--- src/rtl/sst_pkg.sv ---
package sst_pkg;

    localparam int SST_WORD_W      = 16;
    localparam int SST_DEPTH       = 30;
    localparam int SST_LEN_W       = 9;
    localparam int SST_MIN_LEN     = 16;
    localparam int SST_MAX_LEN     = 256;
    localparam int SST_SYNC_STAGES = 2;

    typedef enum logic [1:0] {
        IO2_FS_IN  = 2'd0,
        IO2_FS_OUT = 2'd1,
        IO2_GP_OUT = 2'd2,
        IO2_GP_IN  = 2'd3
    } io2_mode_e;

    typedef struct packed {
        logic tick;
        logic fs_ext;
    } edge_info_t;

    typedef struct packed {
        logic err_set;
        logic err_clr;
    } flag_ev_t;

    function automatic int unsigned clamp_len(input int unsigned v,
                                              input int unsigned lo,
                                              input int unsigned hi);
        if (v < lo) return lo;
        if (v > hi) return hi;
        return v;
    endfunction

    function automatic logic next_flag(input logic cur, input flag_ev_t ev);
        if (ev.err_set) return 1'b1;
        if (ev.err_clr) return 1'b0;
        return cur;
    endfunction

endpackage

--- src/rtl/sst_edge.sv ---
module sst_edge
    import sst_pkg::*;
#(
    parameter int SYNC = SST_SYNC_STAGES
) (
    input  logic       clk,
    input  logic       rst,
    input  logic       src_a_i,
    input  logic       src_b_i,
    input  logic       sel_b_i,
    input  logic       fs_raw_i,
    output edge_info_t info_o
);
    logic [SYNC-1:0] ch_a;
    logic [SYNC-1:0] ch_b;
    logic [SYNC-1:0] ch_fs;
    logic            prev;
    logic            cur;

    always_ff @(posedge clk) begin
        if (rst) begin
            ch_a  <= '0;
            ch_b  <= '0;
            ch_fs <= '0;
            prev  <= 1'b0;
        end else begin
            ch_a  <= {ch_a[SYNC-2:0], src_a_i};
            ch_b  <= {ch_b[SYNC-2:0], src_b_i};
            ch_fs <= {ch_fs[SYNC-2:0], fs_raw_i};
            prev  <= cur;
        end
    end

    always_comb begin
        cur            = sel_b_i ? ch_b[SYNC-1] : ch_a[SYNC-1];
        info_o.tick    = cur & ~prev;
        info_o.fs_ext  = ch_fs[SYNC-1];
    end
endmodule

--- src/rtl/sst_fsgen.sv ---
module sst_fsgen
    import sst_pkg::*;
#(
    parameter int LEN_W   = SST_LEN_W,
    parameter int MIN_LEN = SST_MIN_LEN,
    parameter int MAX_LEN = SST_MAX_LEN
) (
    input  logic             clk,
    input  logic             rst,
    input  logic             tick_i,
    input  logic [LEN_W-1:0] len_i,
    output logic             fs_o
);
    localparam int CNT_W = $clog2(MAX_LEN);

    logic [CNT_W-1:0] cnt;
    logic [CNT_W-1:0] last;

    always_comb begin
        last = CNT_W'(clamp_len(int'(len_i), MIN_LEN, MAX_LEN) - 1);
        fs_o = (cnt == '0);
    end

    always_ff @(posedge clk) begin
        if (rst) begin
            cnt <= '0;
        end else if (tick_i) begin
            cnt <= (cnt >= last) ? '0 : cnt + 1'b1;
        end
    end
endmodule

--- src/rtl/sst_fifo.sv ---
module sst_fifo
    import sst_pkg::*;
#(
    parameter int DEPTH = SST_DEPTH,
    parameter int W     = SST_WORD_W
) (
    input  logic                       clk,
    input  logic                       rst,
    input  logic                       push2_i,
    input  logic [W-1:0]               lo_i,
    input  logic [W-1:0]               hi_i,
    input  logic                       pop_i,
    output logic [W-1:0]               rd_o,
    output logic                       empty_o,
    output logic                       push_ok_o,
    output logic [$clog2(DEPTH+1)-1:0] level_o
);
    localparam int PW = $clog2(DEPTH);
    localparam int LW = $clog2(DEPTH + 1);

    logic [W-1:0]  mem [DEPTH];
    logic [PW-1:0] wp;
    logic [PW-1:0] rp;
    logic [LW-1:0] level;
    logic [PW-1:0] wp1;
    logic          pop_ok;

    function automatic logic [PW-1:0] nxt(input logic [PW-1:0] p);
        return (p == PW'(DEPTH - 1)) ? '0 : p + 1'b1;
    endfunction

    always_comb begin
        wp1       = nxt(wp);
        empty_o   = (level == '0);
        push_ok_o = push2_i && (level <= LW'(DEPTH - 2));
        pop_ok    = pop_i && !empty_o;
        rd_o      = mem[rp];
        level_o   = level;
    end

    always_ff @(posedge clk) begin
        if (push_ok_o) begin
            mem[wp]  <= lo_i;
            mem[wp1] <= hi_i;
        end
    end

    always_ff @(posedge clk) begin
        if (rst) begin
            wp    <= '0;
            rp    <= '0;
            level <= '0;
        end else begin
            if (push_ok_o) wp <= nxt(wp1);
            if (pop_ok)    rp <= nxt(rp);
            level <= level + (push_ok_o ? LW'(2) : LW'(0)) - (pop_ok ? LW'(1) : LW'(0));
        end
    end
endmodule

--- src/rtl/sst_shifter.sv ---
module sst_shifter
    import sst_pkg::*;
#(
    parameter int W = SST_WORD_W
) (
    input  logic         clk,
    input  logic         rst,
    input  logic         tick_i,
    input  logic         load_i,
    input  logic [W-1:0] word_i,
    output logic         sd_o
);
    logic [W-1:0] sr;

    always_ff @(posedge clk) begin
        if (rst) begin
            sr <= '0;
        end else if (tick_i) begin
            sr <= load_i ? word_i : {sr[W-2:0], 1'b0};
        end
    end

    assign sd_o = sr[W-1];
endmodule

--- src/rtl/sst_tx.sv ---
module sst_tx
    import sst_pkg::*;
#(
    parameter int WORD_W  = SST_WORD_W,
    parameter int DEPTH   = SST_DEPTH,
    parameter int LEN_W   = SST_LEN_W,
    parameter int MIN_LEN = SST_MIN_LEN,
    parameter int MAX_LEN = SST_MAX_LEN,
    parameter int SYNC    = SST_SYNC_STAGES,
    localparam int HOST_W = 2 * WORD_W,
    localparam int LVL_W  = $clog2(DEPTH + 1)
) (
    input  logic              clk,
    input  logic              rst,
    input  logic              rx_clk_i,
    input  logic              io1_i,
    input  logic              io2_i,
    output logic              io2_o,
    output logic              io2_oe_o,
    output logic              tx_data_o,
    input  logic              host_wr_i,
    input  logic [HOST_W-1:0] host_wdata_i,
    input  logic              cfg_clk_io1_i,
    input  logic              cfg_fs_ext_i,
    input  logic [1:0]        cfg_io2_mode_i,
    input  logic              cfg_io2_gp_i,
    input  logic [LEN_W-1:0]  cfg_frame_len_i,
    input  logic [LVL_W-1:0]  cfg_irq_level_i,
    input  logic              clr_underrun_i,
    input  logic              clr_overflow_i,
    output logic              irq_o,
    output logic              underrun_o,
    output logic              overflow_o,
    output logic [LVL_W-1:0]  fifo_level_o
);
    edge_info_t      edge_info;
    logic            tick;
    logic            fs_int;
    logic            fs_sel;
    logic            load;
    logic            empty;
    logic            push_ok;
    logic [WORD_W-1:0] head;
    logic [WORD_W-1:0] load_word;
    io2_mode_e       mode;
    flag_ev_t        ur_ev;
    logic            flag_set_ov;
    flag_ev_t        ov_ev;

    sst_edge #(.SYNC(SYNC)) u_edge (
        .clk      (clk),
        .rst      (rst),
        .src_a_i  (rx_clk_i),
        .src_b_i  (io1_i),
        .sel_b_i  (cfg_clk_io1_i),
        .fs_raw_i (io2_i),
        .info_o   (edge_info)
    );

    assign tick = edge_info.tick;

    sst_fsgen #(.LEN_W(LEN_W), .MIN_LEN(MIN_LEN), .MAX_LEN(MAX_LEN)) u_fsgen (
        .clk    (clk),
        .rst    (rst),
        .tick_i (tick),
        .len_i  (cfg_frame_len_i),
        .fs_o   (fs_int)
    );

    always_comb begin
        fs_sel    = cfg_fs_ext_i ? edge_info.fs_ext : fs_int;
        load      = tick && fs_sel;
        load_word = empty ? '0 : head;
    end

    sst_fifo #(.DEPTH(DEPTH), .W(WORD_W)) u_fifo (
        .clk       (clk),
        .rst       (rst),
        .push2_i   (host_wr_i),
        .lo_i      (host_wdata_i[WORD_W-1:0]),
        .hi_i      (host_wdata_i[HOST_W-1:WORD_W]),
        .pop_i     (load),
        .rd_o      (head),
        .empty_o   (empty),
        .push_ok_o (push_ok),
        .level_o   (fifo_level_o)
    );

    sst_shifter #(.W(WORD_W)) u_shift (
        .clk    (clk),
        .rst    (rst),
        .tick_i (tick),
        .load_i (load),
        .word_i (load_word),
        .sd_o   (tx_data_o)
    );

    always_comb begin
        ur_ev.err_set = load && empty;
        ur_ev.err_clr = clr_underrun_i;
        flag_set_ov   = host_wr_i && !push_ok;
        ov_ev.err_set = flag_set_ov;
        ov_ev.err_clr = clr_overflow_i;
    end

    always_ff @(posedge clk) begin
        if (rst) begin
            underrun_o <= 1'b0;
            overflow_o <= 1'b0;
            irq_o      <= 1'b0;
        end else begin
            underrun_o <= next_flag(underrun_o, ur_ev);
            overflow_o <= next_flag(overflow_o, ov_ev);
            irq_o      <= (fifo_level_o <= cfg_irq_level_i) || underrun_o;
        end
    end

    always_comb begin
        mode = io2_mode_e'(cfg_io2_mode_i);
        unique case (mode)
            IO2_FS_OUT: begin io2_oe_o = 1'b1; io2_o = fs_int;       end
            IO2_GP_OUT: begin io2_oe_o = 1'b1; io2_o = cfg_io2_gp_i; end
            default:    begin io2_oe_o = 1'b0; io2_o = 1'b0;         end
        endcase
    end
endmodule

--- config.mk ---
export PLATFORM = sky130hd
export DESIGN_NAME = sst_tx
export DESIGN_NICKNAME = d
export VERILOG_FILES = /design/src/rtl/sst_pkg.sv /design/src/rtl/sst_edge.sv /design/src/rtl/sst_fsgen.sv /design/src/rtl/sst_fifo.sv /design/src/rtl/sst_shifter.sv /design/src/rtl/sst_tx.sv
export SDC_FILE = /design/constraint.sdc
export NUM_CORES = 1
export LEC_CHECK = 0
export BUFFER_PORTS_ARGS = -buffer_cell sky130_fd_sc_hd__clkbuf_2
export CORE_MARGIN = 2
export CORE_UTILIZATION = 48
export CTS_BUF_LIST = sky130_fd_sc_hd__clkbuf_4 sky130_fd_sc_hd__clkbuf_8 sky130_fd_sc_hd__clkbuf_16
export DETAILED_ROUTE_END_ITERATION = 8
export GPL_ROUTABILITY_DRIVEN = 0
export GPL_TIMING_DRIVEN = 0
export HOLD_SLACK_MARGIN = 0.03
export RECOVER_POWER = 25
export SLEW_MARGIN = 20
export SYNTH_ARGS = -nofsm -noshare
export SYNTH_HDL_FRONTEND = slang
export SYNTH_SLANG_ARGS = --single-unit
--- constraint.sdc ---
create_clock -name clk -period 6.7 [get_ports clk]
set_clock_uncertainty 0.15 [all_clocks]
set_input_delay 2.01 -clock clk [delete_from_list [all_inputs] [get_ports clk]]
set_output_delay 2.01 -clock clk [all_outputs]
set_load 0.02 [all_outputs]
==> flow_metrics.py, run 1 <==
metrics = {
    "final_layout": {
        "ff_latch_area_sq_um": 15500,
        "area_delta_synth_final_pct": 12.4,
        "final_core_util_pct": 54.5,
        "nets": 2124,
        "multi_input_area_sq_um": 11600,
        "drive_gt1_share_pct": 39.5,
        "fillers": 4746,
    },
    "yosys": {
        "synth_mux_area_share_pct": 29.0,
        "synth_area_sq_um": 27900,
        "yosysMostFrequentCell": "mux2_2",
        "yosys.area_share.adder_pct": 1.51,
        "yosysSeqAreaShare_pct": 55.5,
        "synth_top_family_by_area": "multiplexers",
        "avgSynthCellArea_sq_um": 14.6,
        "synth_xor_area_share_pct": 0.686,
        "synth_ff_type": "edfxtp_1",
        "syn_inst": 1915,
        "yosys-top-cells-area": "edfxtp_1, mux2_2, mux4_2",
        "synth.top_cells.by_count": "mux2_2, edfxtp_1, clkbuf_1",
        "yosysWarnings": 0,
        "synth_edf_count": 480,
        "netlist.area_leader.share_pct": 51.6,
        "synth_cell_types": 68,
        "ys_ff_latch": 534,
        "post_synth_and_or_nand_nor_area_fraction_pct": 4.53,
        "synth_compound_area_share_pct": 5.08,
        "synth.largest_area_cell": "edfxtp_1",
        "syn_nets": 2007,
        "async_flop_share_pct": 0,
    },
    "global_route": {
        "grt_pass1_vias": 17800,
        "antenna_found_initial": 0,
        "grt_first_pass_wirelength_microns": 124000,
        "grt_max_degree": 17,
        "grt_usage_pct": 28.7,
        "gr-total-overflow": 0,
    },
    "cts": {
        "cts_buffer_depth": 3,
        "clk_pin_slew_worst_paths_ns": 0.06,
        "cts-root-buf": "clkbuf_16",
        "clk_latency_ns": 0.63,
        "tritoncts": "done",
        "cts_num_sinks": 534,
        "postCtsSetupBuffers": 0,
        "cts-htree-levels": 2,
        "cts_buffers": 59,
        "hold_buffers": 0,
        "cts_resized": 0,
    },
    "setup_path": {
        "path_class": "in -> reg",
        "worst_setup_path_end_kind": "flop",
        "worst_ep_required_time_ns": 6.88,
        "reg2reg_depth": 9,
        "critPathLaunch": "host_wr_i",
        "cp-start-kind": "primary input",
        "crit_arrival_ns": 5.09,
        "crit_fanout": 10,
        "r2r-start": "u_fifo.level_o[2]",
    },
    "floorplan": {
        "start_util_pct": 48.5,
        "std_cell_rows": 88,
        "io-pin-count": 70,
        "fp.dieW_microns": 245,
        "dieArea_sq_um": 60100,
        "die_y_microns": 245,
        "core-area_sq_um": 57600,
    },
    "detailed_routing": {
        "antenna_left": 0,
        "wl_per_cell_microns": 30.0,
        "vias": 17600,
        "drtIter0Drc": 1881,
        "avgViaCountPerCell": 6.18,
        "drc": 0,
        "drt-pass1-iter-count": 6,
        "wl_microns": 85600,
    },
    "timing": {
        "worstMarginPinSlew_ns": 1.21,
        "clock.fmax_mhz": 204,
        "fin_crit_sh_pct": 73.2,
        "rsz0062_at_grt": "false",
        "setup_viol": 0,
        "tns_ns": 0,
        "slew_headroom_pct": 19.4,
        "hold_viol_final": 0,
        "period_minus_slack_ns": 4.91,
        "slew_violations": 0,
    },
    "min_path": {
        "hold_depth": 1,
        "min_path_type": "reg -> reg",
        "min_from": "u_edge.ch_b[0]",
    },
    "placed_design": {
        "hpwl_microns": 62000,
        "io_buffers": 36,
    },
    "run": {
        "maxCapViolations": 0,
    },
    "power": {
        "max-vdd-ir-drop_v": 0.000221,
        "p_per_area_nw_per_um2": 244,
        "leakagePower_nw": 10.2,
    },
    "outcome": {
        "outcome": "completed",
    },
}
[per-stage QoR]
stage | worst slack (ns) | total power, W | cells | area, sq um | hold WS, ns
3_5_place_dp | 1.58 | 0.00455 | 2736 | 29600 | 0.280
3_3_place_gp | 0.341 | 0.00451 | 2716 | 29100 | 0.274
4_1_cts | 1.81 | 0.00769 | 2846 | 31500 | 0.294
2_1_floorplan | 1.91 | 0.00429 | 1915 | 27900 | 0.264
5_1_grt | 1.70 | 0.00788 | 2846 | 31400 | 0.309
6_report | 1.79 | 0.00766 | 2849 | 31400 | 0.287
[flip-flops by register name, summed over array words and instances, names as in the netlist, 2 cells and up, named ones only]
signal          flops
u_edge.ch_a         2
u_edge.ch_b         2
u_edge.ch_fs        2
u_fifo.level_o      5
u_fifo.mem        480
u_fifo.rp           5
u_fifo.wp           5
u_fsgen.cnt         8
u_shift.sr         16
[layout by cell type (no fill, tap or decap), types with 24 or more instances in the layout]
| cell type | synthesis | routed |
|---|---|---|
| mux2_2 | 496 | 496 |
| edfxtp_1 | 480 | 480 |
| o21ai_0 | 58 | 42 |
| inv_1 | 24 | 25 |
| ha_1 | 32 | 32 |
| buf_2 | 52 | 41 |
| dfxtp_1 | 54 | 54 |
| nand2_1 | 45 | 60 |
| nor2_1 | 49 | 52 |
| mux2i_1 | 56 | 56 |
| clkbuf_1 | 116 | 141 |
| mux4_2 | 86 | 86 |
| a21oi_1 | 55 | 55 |
| nand3_1 | 24 | 24 |
| clkbuf_16 | 0 | 63 |
| clkbuf_2 | 1 | 27 |
[worst paths after layout]
check / to / slack [ns]
min reg2reg: u_edge.ch_b[1] / 0.29
max reg2reg: u_fifo.mem[11][6] / 2.32
max: u_fifo.mem[11][6] / 1.79
min: u_edge.ch_b[1] / 0.29
[routing by layer]
metal  track usage (%)  share of wire [%]  up-vias
li1                  -                  -     7673
met1              40.2                 43     9095
met2              47.0                 48      708
met3              3.66                6.8      125
met4              8.43                2.7        0
met5                 0                  0        -
[final cells by class]
type / instances / area share (%)
well taps: 765 / 3.05
flip-flops and latches: 534 / 49.4
clock inverters: 26 / 0.371
repair buffers: 56 / 1.53
multi-input cells: 1149 / 36.9
clock buffers: 84 / 5.61
diodes: 3 / 0.0239
inverters: 26 / 0.311
plain buffers: 206 / 2.86
[report_power, final]
group	internal, W	switching, W	leakage [nW]
clock	0.00181	0.00136	0.942
combinational	0.000314	0.000442	4.48
sequential	0.00369	0.0000351	4.78
[worst max-delay path: stages]
cell and delay (ns):
clkbuf_2 0.08, nor2b_1 0.14, clkbuf_1 0.37, nand2_1 0.70, nor3_2 0.89, buf_4 0.33
o21bai_2 0.32, buf_8 0.23
[kinds of logic (layout without fill, tap and decap cells)]
kind of cell	Yosys count	count (layout)
mux	640	640
flops	534	534
simple gates	232	232
buf+inv	232	398
compound gates	223	223
fa+ha+maj	33	33
xor+xnor	21	21
other cells	0	3
No activity file was read; power rests on OpenSTA's default activity.
==> run 2: changes to the inputs <==
Settings changed: PLACE_DENSITY from default to 0.66.
Clock period 6.7 ns to 4.43 ns, I/O delays scaled along.
==> flow_metrics.py, run 2 (synthesized netlist as in run 1, its figures left out) <==
metrics = {
    "timing": {
        "clock.fmax_mhz": 249,
        "rsz0062_at_grt": "false",
        "slew_headroom_pct": 18.8,
        "period_minus_slack_ns": 4.01,
        "setup_viol": 0,
        "fin_crit_sh_pct": 90.6,
        "slew_violations": 0,
        "hold_viol_final": 0,
        "worstMarginPinSlew_ns": 1.22,
    },
    "power": {
        "max-vdd-ir-drop_v": 0.000241,
        "p_per_area_nw_per_um2": 370,
        "leakagePower_nw": 10.3,
    },
    "final_layout": {
        "nets": 2131,
        "fin_area_sq_um": 31500,
        "mostFrequentLayoutCell": "mux2_2",
        "drive_gt1_share_pct": 40.0,
        "largestRegisters": "u_fifo.mem (480), u_shift.sr (16), u_fsgen.cnt (8)",
        "area_delta_synth_final_pct": 12.7,
        "largest_reg_flops": 480,
        "fillers": 4685,
        "n_antenna_cell": 0,
        "regMostFlops": "u_fifo.mem",
        "mostFrequentLayoutCells": "mux2_2, edfxtp_1, clkbuf_1",
        "final_core_util_pct": 54.6,
    },
    "setup_path": {
        "worst_setup_path_end_kind": "flop",
        "cp_top_family": "buffers and inverters",
        "crit_arrival_ns": 4.41,
        "path_class": "reg -> reg",
        "critPathSlowestCell": "clkbuf_1",
        "worst_path_most_repeated_cell": "clkbuf_1",
        "crit_buf_inv": 2,
        "cp-start-kind": "flop",
        "cpPeakStageDelay_ns": 0.93,
        "worst_ep_required_time_ns": 4.83,
        "crit_fanout": 10,
        "path_cells": "clkbuf_1 -> clkbuf_1 -> a2111oi_0 -> nor3_1 -> o21ai_0 -> a31oi_1",
    },
    "min_path": {
        "min_path_type": "reg -> reg",
    },
    "cts": {
        "cts-root-buf": "clkbuf_16",
        "clk_latency_ns": 0.64,
        "cts_resized": 0,
        "cts-htree-levels": 2,
        "postCtsSetupBuffers": 0,
        "cts_buffers": 58,
        "clk_pin_slew_worst_paths_ns": 0.06,
        "cts_num_sinks": 534,
        "hold_buffers": 0,
        "tritoncts": "done",
        "cts_buffer_depth": 3,
    },
    "detailed_routing": {
        "vias": 18000,
        "drt-pass1-iter-count": 7,
        "drtIter0Drc": 1946,
        "wl_microns": 84900,
        "antenna_left": 0,
        "drc": 0,
        "avgViaCountPerCell": 6.31,
        "wl_per_cell_microns": 29.8,
    },
    "floorplan": {
        "std_cell_rows": 88,
        "die_y_microns": 245,
        "fp.dieW_microns": 245,
        "core-area_sq_um": 57600,
        "start_util_pct": 48.5,
        "io-pin-count": 70,
        "dieArea_sq_um": 60100,
    },
    "outcome": {
        "outcome": "completed",
    },
    "global_route": {
        "grt_pass1_vias": 18100,
        "grt_usage_pct": 28.3,
        "grt_first_pass_wirelength_microns": 123000,
        "antenna_found_initial": 1,
        "gr-total-overflow": 0,
        "grt_max_degree": 17,
    },
    "placed_design": {
        "io_buffers": 36,
        "placedInstanceArea_sq_um": 29700,
        "hpwl_microns": 60600,
    },
    "run": {
        "maxCapViolations": 0,
    },
}
-- run 2: cell count changes in the layout (fill, tap and decap cells not counted), moves of 4 or more --
cell,previous run,this run
clkinv_2,9,15
clkinv_1,15,8
buf_6,11,15
clkbuf_4,17,12
buf_8,10,14
-- run 2: per-stage QoR --
stage / std cells / TNS, ns / hold slack, ns / total power, W / setup WS, ns
CTS: 2850 / 0 / 0.289 / 0.0117 / 0.561
floorplan: 1915 / 0 / 0.264 / 0.00650 / 0.580
finish: 2850 / 0 / 0.284 / 0.0117 / 0.418
global placement: 2716 / -272.67 / 0.269 / 0.00682 / -1.06
global route: 2850 / 0 / 0.308 / 0.0119 / 0.191
detailed placement: 2744 / -0.0634 / 0.275 / 0.00688 / -0.0634
-- run 2: metal layers --
layer  wire length [microns]  track usage (%)  part of all wire (%)
met1                   33400             37.6                    39
met2                   40100             45.5                    47
met3                    7820             5.76                   9.2
met4                    3590             11.5                   4.2
met5                       0                0                     0
-- run 2: power breakdown --
part           total, W  leakage, nW  switching (W)  internal (W)
sequential      0.00564         4.78      0.0000497       0.00559
combinational   0.00115         4.59       0.000675      0.000476
clock           0.00487        0.956        0.00206       0.00281
total            0.0117         10.3        0.00278       0.00887
-- run 2: worst paths after layout --
kind | from | end | slack (ns) | depth (start not counted)
max | flop | u_shift.sr[12] | 0.42 | 6
min | u_edge.ch_a[0] | u_edge.ch_a[1] | 0.28 | 1
max reg2reg | flop | u_shift.sr[12] | 0.42 | 6
min reg2reg | u_edge.ch_a[0] | u_edge.ch_a[1] | 0.28 | 1
-- run 2: layout make-up --
cell class                      count  area, sq um  share of cell area [%]
Inverter                           26         97.6                   0.310
Clock inverter                     28          211                   0.672
Multi-Input combinational cell   1149        11500                    36.7
Tap cell                          765          957                    3.04
Buffer                            206          905                    2.87
Clock buffer                       78         1670                    5.32
Timing Repair Buffer               64          584                    1.86
Sequential cell                   534        15500                    49.2
-- run 2: worst register-to-register path, delay by kind of cell (launching register included) --
family                 cells  cell delay (ns)
buffers and inverters      2             1.74
AND/OR/NAND/NOR            1             0.53
AO/OA/AOI/OAI              3             0.88
flip-flops                 1             0.65
==> run 3: changes to the inputs <==
Settings changed: GPL_ROUTABILITY_DRIVEN 0 to default, PLACE_DENSITY 0.66 to 0.75.
==> flow_metrics.py, run 3 (synthesized netlist as in run 1, its figures left out) <==
metrics = {
    "outcome": {
        "outcome": "completed",
    },
    "placed_design": {
        "place_inst": 2742,
        "io_buffers": 36,
        "preCtsSetupSlack_ns": -0.0418,
        "place_congestion": 0.914,
        "hpwl_microns": 58700,
        "placedInstanceArea_sq_um": 29700,
    },
    "run": {
        "maxCapViolations": 0,
    },
    "timing": {
        "slew_violations": 0,
        "clock.fmax_mhz": 248,
        "hold_viol_final": 0,
        "setup_viol": 0,
        "rsz0062_at_grt": "false",
        "slew_headroom_pct": 11.5,
        "worst_slack_ns": 0.405,
        "period_minus_slack_ns": 4.03,
        "fin_crit_sh_pct": 90.9,
        "worstMarginPinSlew_ns": 1.32,
    },
    "global_route": {
        "grt_first_pass_wirelength_microns": 119000,
        "grt_max_degree": 17,
        "grt_pass1_vias": 18000,
        "grt_usage_pct": 27.0,
        "gr-total-overflow": 0,
        "antenna_found_initial": 1,
    },
    "cts": {
        "clk_pin_slew_worst_paths_ns": 0.06,
        "cts-htree-levels": 2,
        "hold_buffers": 0,
        "tritoncts": "done",
        "cts_resized": 0,
        "cts_num_sinks": 534,
        "cts-root-buf": "clkbuf_16",
        "postCtsSetupBuffers": 0,
        "cts_buffer_depth": 3,
        "cts_buffers": 55,
        "clk_latency_ns": 0.63,
    },
    "floorplan": {
        "dieArea_sq_um": 60100,
        "std_cell_rows": 88,
        "core-area_sq_um": 57600,
        "io-pin-count": 70,
        "fp.dieW_microns": 245,
        "die_y_microns": 245,
        "start_util_pct": 48.5,
    },
    "detailed_routing": {
        "vias": 18200,
        "wl_microns": 82100,
        "antenna_left": 0,
        "drtIter0Drc": 2326,
        "avgViaCountPerCell": 6.39,
        "drt-pass1-iter-count": 6,
        "wl_per_cell_microns": 28.9,
        "drc": 0,
    },
    "final_layout": {
        "n_antenna_cell": 0,
        "area_delta_synth_final_pct": 12.4,
        "final_cell_count_no_fill": 2841,
        "mostFrequentLayoutCells": "mux2_2, edfxtp_1, clkbuf_1",
        "largest_reg_flops": 480,
        "fin_area_sq_um": 31400,
        "largestRegisters": "u_fifo.mem (480), u_shift.sr (16), u_fsgen.cnt (8)",
        "mostFrequentLayoutCell": "mux2_2",
        "nets": 2126,
        "drive_gt1_share_pct": 39.5,
        "regMostFlops": "u_fifo.mem",
    },
    "setup_path": {
        "path_class": "reg -> reg",
        "crit_fanout": 10,
        "crit_arrival_ns": 4.20,
        "worst_ep_required_time_ns": 4.61,
        "worst_setup_path_end_kind": "flop",
        "cp-start-kind": "flop",
    },
    "power": {
        "leakagePower_nw": 10.3,
        "p_per_area_nw_per_um2": 369,
        "max-vdd-ir-drop_v": 0.000301,
    },
    "min_path": {
        "min_path_type": "reg -> reg",
    },
}
run 3: cell types whose count changed in the layout (fill, tap and decap cells not counted), moves of 5 or more:
cell / before / now
clkbuf_8: 6 / 0
clkinv_1: 8 / 13
bufinv_16: 3 / 8
clkinv_2: 15 / 9
clkbuf_16: 60 / 55
run 3: worst max-delay path, stage by stage, from the launching register on:
cell,delay (ns)
dfxtp_1,0.50
ha_1,0.20
a41oi_1,0.22
nor2b_1,0.19
buf_4,0.18
nand2_1,0.51
nor3_2,0.88
buf_4,0.34
o21bai_2,0.31
buf_8,0.23
run 3: power breakdown:
| group | total [W] | internal (W) | switching (W) |
|---|---|---|---|
| Sequential | 0.00564 | 0.00559 | 0.0000491 |
| Clock | 0.00481 | 0.00280 | 0.00201 |
| Combinational | 0.00114 | 0.000478 | 0.000663 |
| Total | 0.0116 | 0.00886 | 0.00272 |
run 3: worst paths after layout:
check	startpoint	endpoint	slack [ns]	cells after the start
worst max-delay path	u_fifo.level_o[2]	u_fifo.mem[11][11]	0.40	9
worst min-delay path	u_edge.ch_fs[0]	u_edge.ch_fs[1]	0.30	1
worst max register to register	u_fifo.level_o[2]	u_fifo.mem[11][11]	0.40	9
worst min register to register	u_edge.ch_fs[0]	u_edge.ch_fs[1]	0.30	1
run 3: cell type report:
| cell class | instances | area [sq um] |
|---|---|---|
| Tap cell | 765 | 957 |
| Timing Repair Buffer | 62 | 566 |
| Clock buffer | 64 | 1440 |
| Clock inverter | 35 | 403 |
| Multi-Input combinational cell | 1149 | 11500 |
| Sequential cell | 534 | 15500 |
| Buffer | 206 | 911 |
| Fill cell | 4518 | 26200 |
| Inverter | 26 | 97.6 |
run 3: stage by stage:
step | total power, W | TNS [ns] | utilization [%] | hold slack [ns]
CTS | 0.0116 | 0 | 54.7 | 0.300
finish | 0.0116 | 0 | 54.5 | 0.299
floorplan | 0.00650 | 0 | - | 0.264
global route | 0.0119 | 0 | 54.5 | 0.311
detailed placement | 0.00687 | -0.0418 | 51.5 | 0.286
global placement | 0.00680 | -256.73 | 50.5 | 0.272
run 3: routing by layer:
metal	track usage (%)	share of wire [%]
met2	44.3	48
met5	0	0
met1	34.8	37
met4	12.4	5.0
met3	5.12	9.8
